==> src/rtl/pcache_pkg.sv <==
// Shared types for the partitioned cache controller.
package pcache_pkg;

    // Controller sequencing states.
    typedef enum logic [1:0] {
        S_IDLE,
        S_LOOKUP,
        S_MEM,
        S_RESP
    } pc_state_e;

endpackage

==> src/rtl/pcache_cfg.sv <==
// Per-class way mask registers.
// Assumes: one write port, one combinational read port; reset permits all ways.
module pcache_cfg #(
    parameter int WAYS    = 4,
    parameter int CLASSES = 4,
    parameter int CLS_W   = $clog2(CLASSES)
) (
    input  logic             clk,
    input  logic             rst_n,
    input  logic             we,
    input  logic [CLS_W-1:0] wr_cls,
    input  logic [WAYS-1:0]  wr_mask,
    input  logic [CLS_W-1:0] rd_cls,
    output logic [WAYS-1:0]  rd_mask
);

    logic [WAYS-1:0] mask_q [CLASSES];

    // Hold the masks; reset opens every way to every class.
    always_ff @(posedge clk) begin
        if (!rst_n) begin
            for (int c = 0; c < CLASSES; c++) begin
                mask_q[c] <= '1;
            end
        end else if (we) begin
            mask_q[wr_cls] <= wr_mask;
        end
    end

    // Mask of the class currently being served.
    assign rd_mask = mask_q[rd_cls];

endmodule

==> src/rtl/pcache_tag_store.sv <==
// Tag, data, valid and pin arrays with a parallel way compare.
// Assumes: fills and updates target the set being looked up; pin commands
// may target any set and are applied at the clock edge that samples them.
module pcache_tag_store #(
    parameter int SETS   = 4,
    parameter int WAYS   = 4,
    parameter int TAG_W  = 10,
    parameter int DATA_W = 32,
    parameter int SET_W  = $clog2(SETS),
    parameter int WAY_W  = $clog2(WAYS)
) (
    input  logic              clk,
    input  logic              rst_n,
    input  logic [SET_W-1:0]  lk_set,
    input  logic [TAG_W-1:0]  lk_tag,
    output logic              lk_hit,
    output logic [WAY_W-1:0]  lk_way,
    output logic [DATA_W-1:0] lk_data,
    output logic [WAYS-1:0]   lk_lock,
    input  logic              fill_en,
    input  logic [WAY_W-1:0]  fill_way,
    input  logic [TAG_W-1:0]  fill_tag,
    input  logic [DATA_W-1:0] fill_data,
    input  logic              upd_en,
    input  logic [WAY_W-1:0]  upd_way,
    input  logic [DATA_W-1:0] upd_data,
    input  logic              lock_we,
    input  logic [SET_W-1:0]  lock_set,
    input  logic [WAY_W-1:0]  lock_way,
    input  logic              lock_val
);

    logic [WAYS-1:0]   valid_q [SETS];
    logic [WAYS-1:0]   lock_q  [SETS];
    logic [TAG_W-1:0]  tag_q   [SETS][WAYS];
    logic [DATA_W-1:0] data_q  [SETS][WAYS];
    logic [WAYS-1:0]   match;

    // Valid and pin state: cleared by reset, set by fills and commands.
    always_ff @(posedge clk) begin
        if (!rst_n) begin
            for (int s = 0; s < SETS; s++) begin
                valid_q[s] <= '0;
                lock_q[s]  <= '0;
            end
        end else begin
            if (fill_en) begin
                valid_q[lk_set][fill_way] <= 1'b1;
            end
            if (lock_we) begin
                lock_q[lock_set][lock_way] <= lock_val;
            end
        end
    end

    // Tag and data payload; meaningless while the valid bit is clear.
    always_ff @(posedge clk) begin
        if (fill_en) begin
            tag_q[lk_set][fill_way]  <= fill_tag;
            data_q[lk_set][fill_way] <= fill_data;
        end else if (upd_en) begin
            data_q[lk_set][upd_way] <= upd_data;
        end
    end

    // One comparator per way.
    for (genvar w = 0; w < WAYS; w++) begin : g_cmp
        assign match[w] = valid_q[lk_set][w] && (tag_q[lk_set][w] == lk_tag);
    end

    // Encode the matching way and select its word.
    always_comb begin
        lk_way  = '0;
        lk_data = '0;
        for (int w = 0; w < WAYS; w++) begin
            if (match[w]) begin
                lk_way  = WAY_W'(w);
                lk_data = data_q[lk_set][w];
            end
        end
    end

    assign lk_hit  = |match;
    assign lk_lock = lock_q[lk_set];

endmodule

==> src/rtl/pcache_victim.sv <==
// FIFO victim choice, one pointer per (set, class).
// Assumes: WAYS is a power of two so the pointer wraps by overflow.
module pcache_victim #(
    parameter int SETS    = 4,
    parameter int WAYS    = 4,
    parameter int CLASSES = 4,
    parameter int SET_W   = $clog2(SETS),
    parameter int WAY_W   = $clog2(WAYS),
    parameter int CLS_W   = $clog2(CLASSES)
) (
    input  logic             clk,
    input  logic             rst_n,
    input  logic [SET_W-1:0] set_i,
    input  logic [CLS_W-1:0] cls_i,
    input  logic [WAYS-1:0]  allowed_i,
    input  logic             adv_i,
    output logic [WAY_W-1:0] vic_way_o,
    output logic             vic_ok_o
);

    localparam int NPTR = SETS * CLASSES;

    logic [WAY_W-1:0]       ptr_q [NPTR];
    logic [SET_W+CLS_W-1:0] idx;
    logic [WAY_W-1:0]       cur;

    assign idx = {set_i, cls_i};
    assign cur = ptr_q[idx];

    // Circular search from the pointer for the first eligible way.
    always_comb begin
        logic [WAY_W-1:0] cand;
        vic_ok_o  = 1'b0;
        vic_way_o = '0;
        for (int k = 0; k < WAYS; k++) begin
            cand = cur + WAY_W'(k);
            if (!vic_ok_o && allowed_i[cand]) begin
                vic_ok_o  = 1'b1;
                vic_way_o = cand;
            end
        end
    end

    // Move the pointer past the way just filled.
    always_ff @(posedge clk) begin
        if (!rst_n) begin
            for (int p = 0; p < NPTR; p++) begin
                ptr_q[p] <= '0;
            end
        end else if (adv_i) begin
            ptr_q[idx] <= vic_way_o + WAY_W'(1);
        end
    end

endmodule

==> src/rtl/pcache_top.sv <==
// Partitioned, pinnable, write-through cache controller.
// Assumes: one outstanding request; one word per line; memory holds off its
// response until mem_req_valid is seen and pulses mem_rsp_valid once.
module pcache_top #(
    parameter int ADDR_W  = 12,
    parameter int DATA_W  = 32,
    parameter int WAYS    = 4,
    parameter int SETS    = 4,
    parameter int CLASSES = 4,
    localparam int SET_W  = $clog2(SETS),
    localparam int WAY_W  = $clog2(WAYS),
    localparam int CLS_W  = $clog2(CLASSES),
    localparam int TAG_W  = ADDR_W - SET_W
) (
    input  logic              clk,
    input  logic              rst_n,
    input  logic              req_valid,
    output logic              req_ready,
    input  logic              req_write,
    input  logic [ADDR_W-1:0] req_addr,
    input  logic [DATA_W-1:0] req_wdata,
    input  logic [CLS_W-1:0]  req_class,
    output logic              rsp_valid,
    output logic [DATA_W-1:0] rsp_rdata,
    output logic              mem_req_valid,
    output logic              mem_req_write,
    output logic [ADDR_W-1:0] mem_req_addr,
    output logic [DATA_W-1:0] mem_req_wdata,
    input  logic              mem_rsp_valid,
    input  logic [DATA_W-1:0] mem_rsp_rdata,
    input  logic              cfg_mask_we,
    input  logic [CLS_W-1:0]  cfg_mask_class,
    input  logic [WAYS-1:0]   cfg_mask_ways,
    input  logic              cfg_lock_we,
    input  logic [SET_W-1:0]  cfg_lock_set,
    input  logic [WAY_W-1:0]  cfg_lock_way,
    input  logic              cfg_lock_on
);

    import pcache_pkg::*;

    pc_state_e         state_q, state_d;
    logic              rq_write;
    logic [ADDR_W-1:0] rq_addr;
    logic [DATA_W-1:0] rq_wdata;
    logic [CLS_W-1:0]  rq_cls;
    logic [DATA_W-1:0] rsp_data_q;

    logic              accept;
    logic [SET_W-1:0]  lk_set;
    logic [TAG_W-1:0]  lk_tag;
    logic              lk_hit;
    logic [WAY_W-1:0]  lk_way;
    logic [DATA_W-1:0] lk_data;
    logic [WAYS-1:0]   lk_lock;
    logic [WAYS-1:0]   cls_mask;
    logic [WAYS-1:0]   allowed;
    logic [WAY_W-1:0]  vic_way;
    logic              vic_ok;
    logic              mem_done;
    logic              fill_en;
    logic              upd_en;

    assign accept   = req_valid && req_ready;
    assign lk_set   = rq_addr[SET_W-1:0];
    assign lk_tag   = rq_addr[ADDR_W-1:SET_W];
    assign allowed  = cls_mask & ~lk_lock;
    assign mem_done = (state_q == S_MEM) && mem_rsp_valid;
    assign fill_en  = mem_done && !rq_write && vic_ok;
    assign upd_en   = (state_q == S_LOOKUP) && rq_write && lk_hit;

    pcache_cfg #(
        .WAYS    (WAYS),
        .CLASSES (CLASSES),
        .CLS_W   (CLS_W)
    ) cfg_i (
        .clk     (clk),
        .rst_n   (rst_n),
        .we      (cfg_mask_we),
        .wr_cls  (cfg_mask_class),
        .wr_mask (cfg_mask_ways),
        .rd_cls  (rq_cls),
        .rd_mask (cls_mask)
    );

    pcache_tag_store #(
        .SETS   (SETS),
        .WAYS   (WAYS),
        .TAG_W  (TAG_W),
        .DATA_W (DATA_W),
        .SET_W  (SET_W),
        .WAY_W  (WAY_W)
    ) tags_i (
        .clk       (clk),
        .rst_n     (rst_n),
        .lk_set    (lk_set),
        .lk_tag    (lk_tag),
        .lk_hit    (lk_hit),
        .lk_way    (lk_way),
        .lk_data   (lk_data),
        .lk_lock   (lk_lock),
        .fill_en   (fill_en),
        .fill_way  (vic_way),
        .fill_tag  (lk_tag),
        .fill_data (mem_rsp_rdata),
        .upd_en    (upd_en),
        .upd_way   (lk_way),
        .upd_data  (rq_wdata),
        .lock_we   (cfg_lock_we),
        .lock_set  (cfg_lock_set),
        .lock_way  (cfg_lock_way),
        .lock_val  (cfg_lock_on)
    );

    pcache_victim #(
        .SETS    (SETS),
        .WAYS    (WAYS),
        .CLASSES (CLASSES),
        .SET_W   (SET_W),
        .WAY_W   (WAY_W),
        .CLS_W   (CLS_W)
    ) vic_i (
        .clk       (clk),
        .rst_n     (rst_n),
        .set_i     (lk_set),
        .cls_i     (rq_cls),
        .allowed_i (allowed),
        .adv_i     (fill_en),
        .vic_way_o (vic_way),
        .vic_ok_o  (vic_ok)
    );

    // Sequencer state register.
    always_ff @(posedge clk) begin
        if (!rst_n) begin
            state_q <= S_IDLE;
        end else begin
            state_q <= state_d;
        end
    end

    // Next state: hits finish in lookup, everything else goes to memory.
    always_comb begin
        state_d = state_q;
        unique case (state_q)
            S_IDLE:   if (accept) state_d = S_LOOKUP;
            S_LOOKUP: state_d = (lk_hit && !rq_write) ? S_IDLE : S_MEM;
            S_MEM:    if (mem_rsp_valid) state_d = S_RESP;
            S_RESP:   state_d = S_IDLE;
            default:  state_d = S_IDLE;
        endcase
    end

    // Capture the accepted request for the rest of its lifetime.
    always_ff @(posedge clk) begin
        if (!rst_n) begin
            rq_write <= 1'b0;
            rq_addr  <= '0;
            rq_wdata <= '0;
            rq_cls   <= '0;
        end else if (accept) begin
            rq_write <= req_write;
            rq_addr  <= req_addr;
            rq_wdata <= req_wdata;
            rq_cls   <= req_class;
        end
    end

    // Keep the memory word for the response cycle.
    always_ff @(posedge clk) begin
        if (!rst_n) begin
            rsp_data_q <= '0;
        end else if (mem_done) begin
            rsp_data_q <= mem_rsp_rdata;
        end
    end

    assign req_ready     = (state_q == S_IDLE);
    assign rsp_valid     = ((state_q == S_LOOKUP) && lk_hit && !rq_write) || (state_q == S_RESP);
    assign rsp_rdata     = (state_q == S_RESP) ? rsp_data_q : lk_data;
    assign mem_req_valid = (state_q == S_MEM);
    assign mem_req_write = rq_write;
    assign mem_req_addr  = rq_addr;
    assign mem_req_wdata = rq_wdata;

endmodule

==> config.mk <==
export PLATFORM = sky130hd
export DESIGN_NAME = pcache_top
export DESIGN_NICKNAME = d
export VERILOG_FILES = /design/src/rtl/pcache_pkg.sv /design/src/rtl/pcache_cfg.sv /design/src/rtl/pcache_tag_store.sv /design/src/rtl/pcache_victim.sv /design/src/rtl/pcache_top.sv
export SDC_FILE = /design/constraint.sdc
export NUM_CORES = 1
export LEC_CHECK = 0
export ABC_AREA = 0
export ABC_CLOCK_PERIOD_IN_PS = 8000
export BUFFER_PORTS_ARGS = -buffer_cell sky130_fd_sc_hd__buf_2
export CAP_MARGIN = 30
export CORE_MARGIN = 2
export CORE_UTILIZATION = 45
export CTS_CLUSTER_SIZE = 30
export DETAILED_ROUTE_END_ITERATION = 8
export HOLD_SLACK_MARGIN = 0.03
export PLACE_DENSITY = 0.64
export SKIP_CTS_REPAIR_TIMING = 1
export SLEW_MARGIN = 10
export SYNTH_ARGS = -nofsm -noshare
export SYNTH_HDL_FRONTEND = slang
export SYNTH_SLANG_ARGS = --single-unit
==> constraint.sdc <==
create_clock -name clk -period 8 [get_ports clk]
set_input_delay 0.4 -clock clk [delete_from_list [all_inputs] [get_ports clk]]
set_output_delay 0.4 -clock clk [all_outputs]
set_load 0.02 [all_outputs]
==> results of run 1 <==
## tightest hold or removal path, cell delays in order
cell and delay (ns):
buf_2 0.09, nand2_1 0.05, a21oi_1 0.05
## cells by family after synthesis
family                   after synthesis
AND/OR/NAND/NOR                      430
buffers and inverters                188
AO/OA/AOI/OAI                        287
XOR/XNOR                              39
flip-flops                           837
adder cells (fa/ha/maj)                4
multiplexers                         328
## cell usage in the layout (no fill, tap or decap), types with 13 or more instances in the layout
master and n:
a211o_1 33, mux2_1 74, or2_2 13, nand2b_1 20, and3_1 47, buf_4 41
clkinv_2 16, o21ai_0 19, a21oi_1 83, a221oi_1 34, mux4_2 180, mux2_4 26
buf_2 175, edfxtp_1 752, dlygate4sd3_1 39, xnor2_1 30, clkbuf_16 91, clkbuf_1 24
o21ai_1 50, mux2_2 30, a31oi_1 35, mux2i_1 18, nor2_1 74, dfxtp_1 83
inv_1 40, nand2_1 203
## how the worst max path moves through the flow
stage,startpoint,to,slack [ns],depth (start not counted)
2_1_floorplan,register,tags_i.data_q[0][64],3.03,10
3_3_place_gp,register,tags_i.data_q[3][102],2.47,9
3_5_place_dp,register,tags_i.data_q[3][33],2.54,9
4_1_cts,register,rsp_rdata[1],2.28,11
5_1_grt,register,rsp_rdata[1],2.01,11
6_report,register,rsp_rdata[30],2.34,11
## Yosys cell counts (all sizes together), types with 20 or more instances
cell and count:
dfxtp 85, edfxtp 752, clkbuf 95, o21ai 69, nand2 205, nor2 78
a211o 33, and3 47, a21oi 95, buf 52, nand2b 20, a221oi 34
a31oi 35, mux2 130, inv 41, mux4 180, xnor2 30
## state kept, by name (all words and copies together) (netlist names), named ones only
signal,flops
cfg_i.mask_q,16
vic_i.ptr_q,32
rq_cls,2
mem_req_wdata,32
tags_i.valid_q,16
tags_i.tag_q,160
mem_req_write,1
tags_i.data_q,512
state_q,1
mem_req_addr,12
tags_i.lock_q,16
rsp_data_q,32
## cell type report
class | instances | share of cell area
tap | 1040 | 0.0320
clock inverter | 41 | 0.00960
inverter | 41 | 0.00382
sequential | 837 | 0.597
timing repair buffer | 264 | 0.0443
multi-input combinational | 1088 | 0.251
clock buffer | 127 | 0.0623
## power by group through the flow
stage	sequential [W]	clock (W)	combinational (W)
after floorplan	0.00497	0	0.000449
after global placement	0.00500	0	0.000660
after detailed placement	0.00500	0	0.000683
after CTS	0.00490	0.00414	0.000685
after global routing	0.00491	0.00432	0.000758
final	0.00490	0.00408	0.000702
## metal layers
metal	vias up	global-route usage	routed length (µm)	share of wire
li1	8734	-	-	-
met4	6	0.0631	1950	0.023
met5	-	0	33	0.00038
met3	142	0.0361	6720	0.078
met1	10460	0.300	36200	0.42
met2	852	0.347	41600	0.48
## per-stage QoR
step	instance area [µm²]	total power, W	instances	hold WS [ns]
after floorplan	35100	0.00542	2113	0.432
after global placement	37100	0.00566	3223	0.437
after detailed placement	37300	0.00568	3230	0.442
after CTS	40200	0.00973	3398	-0.0516
after global routing	40700	0.00999	3438	0.0167
final	40700	0.00968	3438	0.00635
==> results by stage, run 1 <==
Timing:
- The number of pins exceeding their max-slew limit in the final report is 0.
- In the post-route analysis, the smallest setup slack over all paths is ~2.3 ns.
- Dividing the final minimum period by the clock period gives 0.708.
- In this run the tightest slew margin relative to its limit is 0.309.
- The final worst clock skew is around 0.045 ns.
- Timing would allow up to ~180 MHz.
- At the pin with the least slew margin, the transition time is 1.04 ns.
- The number of hold violations in the final report is 0.
- Setup repair after global routing left no endpoint under its margin.
- The final count of negative-setup-slack endpoints is 0.
- The final period demand of the worst path is 5.66 ns.
- The total negative slack is 0 ns.

Detailed routing:
- The final route contains approximately 20,000 vias.
- For this run, the detailed router's first-pass iteration total came to 5.
- The sum of routed wire length over all layers is approximately 87 mm.
- The detail-routed via count per cell is between 5 and 6.
- Dividing the detail-routed wire length by the instance count gives between 20 and 30 µm.
- The first routing iteration left a little under 2,000 violations.
- The detailed-route DRC error count is 0.
- The detail route stage leaves a number of antenna-violating nets equal to 0.

Yosys:
- The number of nets handed over by synthesis was 2,213.
- The mux share of post-synthesis cell area is 0.165.
- The prevailing post-synth register cell is edfxtp_1.
- Summing every instance area after synthesis gives 0.0351 mm².
- The xor/xnor cell area share of the yosys netlist is 0.00974.
- The synthesized-area fraction occupied by ao, oa, aoi and oai cells came to 0.0512.
- After synthesis, the cell types taking the most area are edfxtp_1, mux4_2, dfxtp_1.
- After synthesis, the share of flip-flops with an asynchronous set or reset is 0.
- Synthesis produced a netlist whose cell count is around 2,100.
- The number of library cell types mapped by synthesis is 56.
- For this run, the register share of the synthesized area comes to 0.692.
- The number of flops mapped to enable cells by yosys is roughly 750.
- The biggest area consumer among synthesized cells is edfxtp_1.
- The post-synthesis simple-gate area fraction is 0.0570.
- After synthesis, the largest family of logic cells by area is multiplexers.
- Yosys printed 0 warnings.
- The register bit total from synthesis is around 840.
- Of the post-synthesis cell area, the dominant cell type holds 0.644.
- The post-synthesis adder-cell area fraction is 0.00143.
- The average cell area after synthesis is about 17 µm².

Critical path:
- The critical path is of the reg2out type.
- The required time at the endpoint of the critical path is around 7.6 ns.
- The critical register-to-register path endpoint is tags_i.data_q[3][32].
- The number of buffers and inverters on the critical path is 4.
- The count of cells along the worst register-to-register path is 9.
- The delay contributed by the slowest stage of the critical path is about 0.90 ns.
- At the worst endpoint, the arrival time is roughly 5.3 ns.
- The peak fanout along the critical path is 45.
- The worst setup path is launched from a register.
- STA classifies the critical path endpoint as an output port.
- Traced cell by cell, the critical path runs through buf_4 -> mux4_2 -> xnor2_1 -> nand3_1 -> nor4_2 -> buf_4 -> nor4bb_4 -> buf_4 -> a221oi_1 -> o21ai_1 -> buf_2.
- The largest individual stage delay along the critical path comes from the cell dfxtp_4.
- The dominant delay contributor by cell family on the critical path is buffers and inverters.
- The internal reg-to-reg setup slack is between 2 and 3 ns.
- The cell repeated most along the worst path is buf_4.

Die:
- The floorplan step defined a die boundary enclosing approximately 0.080 mm².
- The initial utilization of the core area, before any placement, comes to 0.454.
- In this run the standard cell core region covers 0.0773 mm².
- The width of the die is 283 µm.
- Measured along the y axis, the die boundary spans roughly 280 µm.
- around 180 I/O pins were placed.
- The row count is approximately 100.

Layout:
- The area growth from synthesis to layout is 15.9%.
- The count of fill cells added during filler insertion is between 6,000 and 7,000.
- Once layout is complete, the utilization of the core stands at 0.526.
- In the final layout, the share of cells above drive strength 1 is 0.266.
- The area of combinational cells with multiple inputs is between 0.01 and 0.015 mm².
- The final antenna diode count is 0.
- The number of nets in the final layout is between 2,000 and 2,500.
- The area occupied by registers is approximately 0.024 mm².

Placement:
- In this run the tool buffered the top-level ports with 175 buffer cells.
- At the end of routability-driven placement, the weighted congestion stood at 0.788.
- The total half-perimeter wirelength after legalization and detailed placement is 52.3 mm.
- Timing analysis after detailed placement gives a worst setup slack of between 2 and 3 ns.

Clock network:
- The count of clock tree sinks is 837.
- The TritonCTS clock tree is yes.
- CTS placed an instance of clkbuf_16 at the clock tree root.
- Clock latency on the worst-skew pair, taken at its later pin, is approximately 0.66 ns.
- The clock-pin slew on the worst setup and hold paths is 0.06 ns.
- The number of clock buffers inserted by TritonCTS is approximately 90.
- The clock tree synthesis step divided the H-tree into 3 levels.
- No sink is reached through more buffers than the 3 on the longest clock path.

Flow run:
- The total of max-cap violations is 0.

Hold path:
- The worst hold-check path type is in2reg.
- The worst hold path terminates at mem_req_addr[3].
- Along the worst hold path, the cell count comes to 3.
- The start point of the worst min-delay path is req_addr[3].

Global routing:
- The via count of the first global-routing pass is roughly 20,000.
- Summed over all layers, the global routing overflow is 0.
- The initial antenna violation count is 3.
- The overall fraction of global-route tracks in use is 0.214.
- The first global-routing pass estimated 130 mm of wire.
- The largest net degree at the start of global routing is between 100 and 150.

Power and ir drop:
- The clock network power share is 0.421.
- Cell internal power was estimated by the tool at approximately 0.0075 W.
- Of the total power, registers draw 0.506.
- Summed over all cells, the static leakage comes to ~14 nW.
- The total power divided by cell area is around 240 mW/mm².
- Of the total power, combinational logic draws 0.072.
- Across the VDD grid, the largest voltage drop is between 0.15 and 0.2 mV.
- Of the total power, the share spent switching nets is 0.229.
- The net switching component of the power is approximately 0.0022 W.

Outcome:
- The flow ran to the end, and the final reports show no timing, DRC or antenna violations.
Power figures use the tool's default switching activity.
==> run 2: changes to the inputs <==
--- a/config.mk
+++ b/config.mk
@@ -6,7 +6,7 @@
 export NUM_CORES = 1
 export LEC_CHECK = 0
 export ABC_AREA = 0
-export ABC_CLOCK_PERIOD_IN_PS = 8000
+export ABC_CLOCK_PERIOD_IN_PS = 5150
 export BUFFER_PORTS_ARGS = -buffer_cell sky130_fd_sc_hd__buf_2
 export CAP_MARGIN = 30
 export CORE_MARGIN = 2
@@ -14,7 +14,7 @@
 export CTS_CLUSTER_SIZE = 30
 export DETAILED_ROUTE_END_ITERATION = 8
 export HOLD_SLACK_MARGIN = 0.03
-export PLACE_DENSITY = 0.64
+export PLACE_DENSITY = 0.66
 export SKIP_CTS_REPAIR_TIMING = 1
 export SLEW_MARGIN = 10
 export SYNTH_ARGS = -nofsm -noshare
==> constraint.sdc (replaced) <==
create_clock -name clk -period 5.15 [get_ports clk]
set_input_delay 0.2575 -clock clk [delete_from_list [all_inputs] [get_ports clk]]
set_output_delay 0.2575 -clock clk [all_outputs]
set_load 0.02 [all_outputs]
==> results by stage, run 2 (synthesis results as in run 1) <==
Outcome:
- The run finished with clean final reports.

Timing:
- The worst-case headroom to the max-slew limit is 0.190 (-0.119).
- The worst path setup slack after routing is 0.286 ns (-2.05 ns).
- The number of pins exceeding their max-slew limit in the final report is 0 (unchanged).
- The final worst clock skew came to 0.0298 ns (-0.0153 ns).
- The number of hold violations in the final report was 0 (unchanged).
- The slew at the pin with the worst max-slew slack is 1.22 ns (+0.179 ns).
- The final count of negative-setup-slack endpoints is 0 (unchanged).
- In the finished design, the share of the clock period the worst path needs comes to 0.945.
- Setup repair after global routing left no endpoint under its margin.
- The final period demand of the worst path is between 4 and 5 ns.
- Timing would allow up to 206 MHz.

Detailed routing:
- The antenna violation net count after detailed routing was 0 (unchanged).
- The detail-routed via count per cell came to 5.87 (-0.13%).
- The routed via count is 20,560 (+1.8%).
- The number of optimization iterations in the first detailed-route pass is 7 (+2).
- The post-detailed-route wirelength per cell was 25.7 µm (+2.0%).
- The sum of routed wire length over all layers was 89.9 mm (+4.0%).
- The initial detailed-routing violation count is 2,058 (+4.0%).
- The detailed-route DRC error count is 0 (unchanged).

Placement:
- The total half-perimeter wirelength after legalization and detailed placement is 55.4 mm (+6.0%).
- The placement-stage worst setup slack was 0.544 ns (-1.99 ns).
- The number of input and output port buffers inserted is 175 (unchanged).
- The routability congestion estimate is 0.812 (+3.0%).

Clock network:
- The clock-pin slew on the worst setup and hold paths is 0.06 ns (about the same).
- The largest buffer count on any clock path came to 3 (unchanged).
- The number of H-tree levels is 3 (unchanged).
- The count of clock tree sinks was 837 (unchanged).
- The TritonCTS clock tree is yes.
- The clock network latency to the later pin of the worst-skew pair is 0.65 ns (about the same).
- In this run the clock root is driven by a clkbuf_16.
- The number of clock buffers inserted by TritonCTS is 88 (-1.1%).

Hold path:
- The worst hold-check path type is in2reg.

Die:
- The row count is 102 (unchanged).
- The height of the chip is 283 µm (unchanged).
- The count of pins on the block boundary is 176 (unchanged).
- The total die area was 0.0802 mm² (unchanged).
- The initial core utilization is 0.454 (unchanged).
- The width of the die is 283 µm (unchanged).
- The area inside the core boundary is 0.0773 mm² (unchanged).

Critical path:
- The worst setup path is launched from a register.
- The internal reg-to-reg setup slack is 0.72 ns (-1.86 ns).
- The standard cell with the maximum stage delay on the critical path is nor4_2.
- The delay contributed by the slowest stage of the critical path came to 0.71 ns (-0.19 ns).
- The peak fanout along the critical path is 44 (-2.2%).
- The type of destination of the critical path is an output port.
- The required time at the endpoint of the critical path is 4.89 ns (-2.71 ns).
- The count of buffer and inverter cells on the critical path is 3 (-1).
- The arrival time reported for the critical path endpoint came to 4.61 ns (-0.65 ns).
- The dominant delay contributor by cell family on the critical path is buffers and inverters.
- Walking the worst path, the cells encountered are buf_16 -> mux4_2 -> xor2_1 -> a211oi_1 -> nand4_1 -> nor4_2 -> buf_4 -> a221oi_1 -> o21ai_1 -> buf_2.
- The kind of critical path is reg2out.

Flow run:
- The total of max-cap violations was 0 (unchanged).

Layout:
- The area occupied by registers came to 0.0243 mm² (unchanged).
- The number of nets in the final layout is 2,494 (+3.0%).
- The final antenna diode count is 0 (unchanged).
- The fraction of final layout cells sized beyond drive strength 1 is 0.271 (+0.00494).
- The largest registers in the layout are tags_i.data_q: 512 flops, tags_i.tag_q: 160 flops.
- Leaving out fill and tap cells, the most frequent cell in the layout is edfxtp_1.
- The count of fill cells added during filler insertion was 6,093 (-1.4%).
- The top cell types in the final layout, fill and taps aside, are edfxtp_1, nand2_1, mux4_2.
- The area growth from synthesis to layout is 18.0%.
- The area of combinational cells with multiple inputs is 0.0102 mm² (about the same).
- tags_i.data_q holds more flip-flops than any other register.
- The flip-flop count of the largest register after layout is 512 (unchanged).

Power and ir drop:
- The static leakage power is 14.1 nW (+2.8%).
- The maximum resistive drop on vdd is 0.251 mV (+58%).
- The total design power was 0.0152 W (+57%).
- The total power divided by cell area came to 368 mW/mm² (+54%).

Global routing:
- The via count of the first global-routing pass is 20,654 (+0.72%).
- The largest net degree at the start of global routing is 112 (-1.8%).
- The overall fraction of global-route tracks in use is 0.220 (+0.00606).
- The initial antenna violation count was 6 (+3).
- The aggregate global routing overflow is 0 (unchanged).
- The first-pass GRT wire length is 132 mm (+1.6%).
-- run 2: cell count changes in the layout (fill, tap and decap cells not counted), moves of 3 or more --
cell,delta
clkbuf_8,-5
clkinv_1,-8
dlygate4sd3_1,+48
clkinv_2,+6
buf_12,+7
buf_4,+22
bufinv_16,+6
buf_16,-3
-- run 2: final cells by class --
cell class / instances / share of cell area
well taps: 1040 / 0.0314
repair buffers: 338 / 0.0605
clock inverters: 42 / 0.0128
clock buffers: 119 / 0.0587
flip-flops and latches: 837 / 0.587
inverters: 41 / 0.00378
multi-input cells: 1088 / 0.246
-- run 2: power by group --
group          switching, W  internal [W]
registers          0.000117       0.00750
clock network       0.00264       0.00383
logic              0.000669      0.000475
total               0.00342        0.0118
-- run 2: path summary, 6_finish.rpt --
kind,startpoint,to,depth (start not counted)
worst max-delay path,register,rsp_rdata[1],10
worst min register to register,rsp_data_q[0],rsp_data_q[0],2
worst max register to register,register,tags_i.data_q[3][26],10
worst min-delay path,cfg_lock_set[1],tags_i.lock_q[2][1],3
-- run 2: worst register-to-register path, stage by stage (launching register included) --
cell      delay [ns]
dfxtp_1         0.65
mux4_2          0.59
mux4_2          0.51
nor2b_1         0.16
a211oi_1        0.23
a211o_1         0.27
inv_1           0.10
ha_1            0.29
a22oi_1         0.99
nor2_4          0.02
buf_4           0.32
-- run 2: layer usage --
| layer | routed length [µm] | up-vias | GRT usage |
|---|---|---|---|
| met4 | 2310 | 8 | 0.0626 |
| met3 | 8370 | 164 | 0.0576 |
| met2 | 43300 | 972 | 0.357 |
| li1 | - | 8871 | - |
| met5 | 45 | - | 0 |
| met1 | 35900 | 10545 | 0.295 |
-- run 2: stage by stage --
step	area [µm²]	instances	hold slack (ns)	util	setup TNS, ns
after CTS	40500	3414	-0.197	0.523	-0.153
final	41400	3505	0.109	0.535	0
after global placement	37400	3251	0.437	0.484	0
after detailed placement	37500	3253	0.442	0.485	0
after global routing	41400	3505	0.125	0.535	0
after floorplan	35100	2113	0.393	-	0
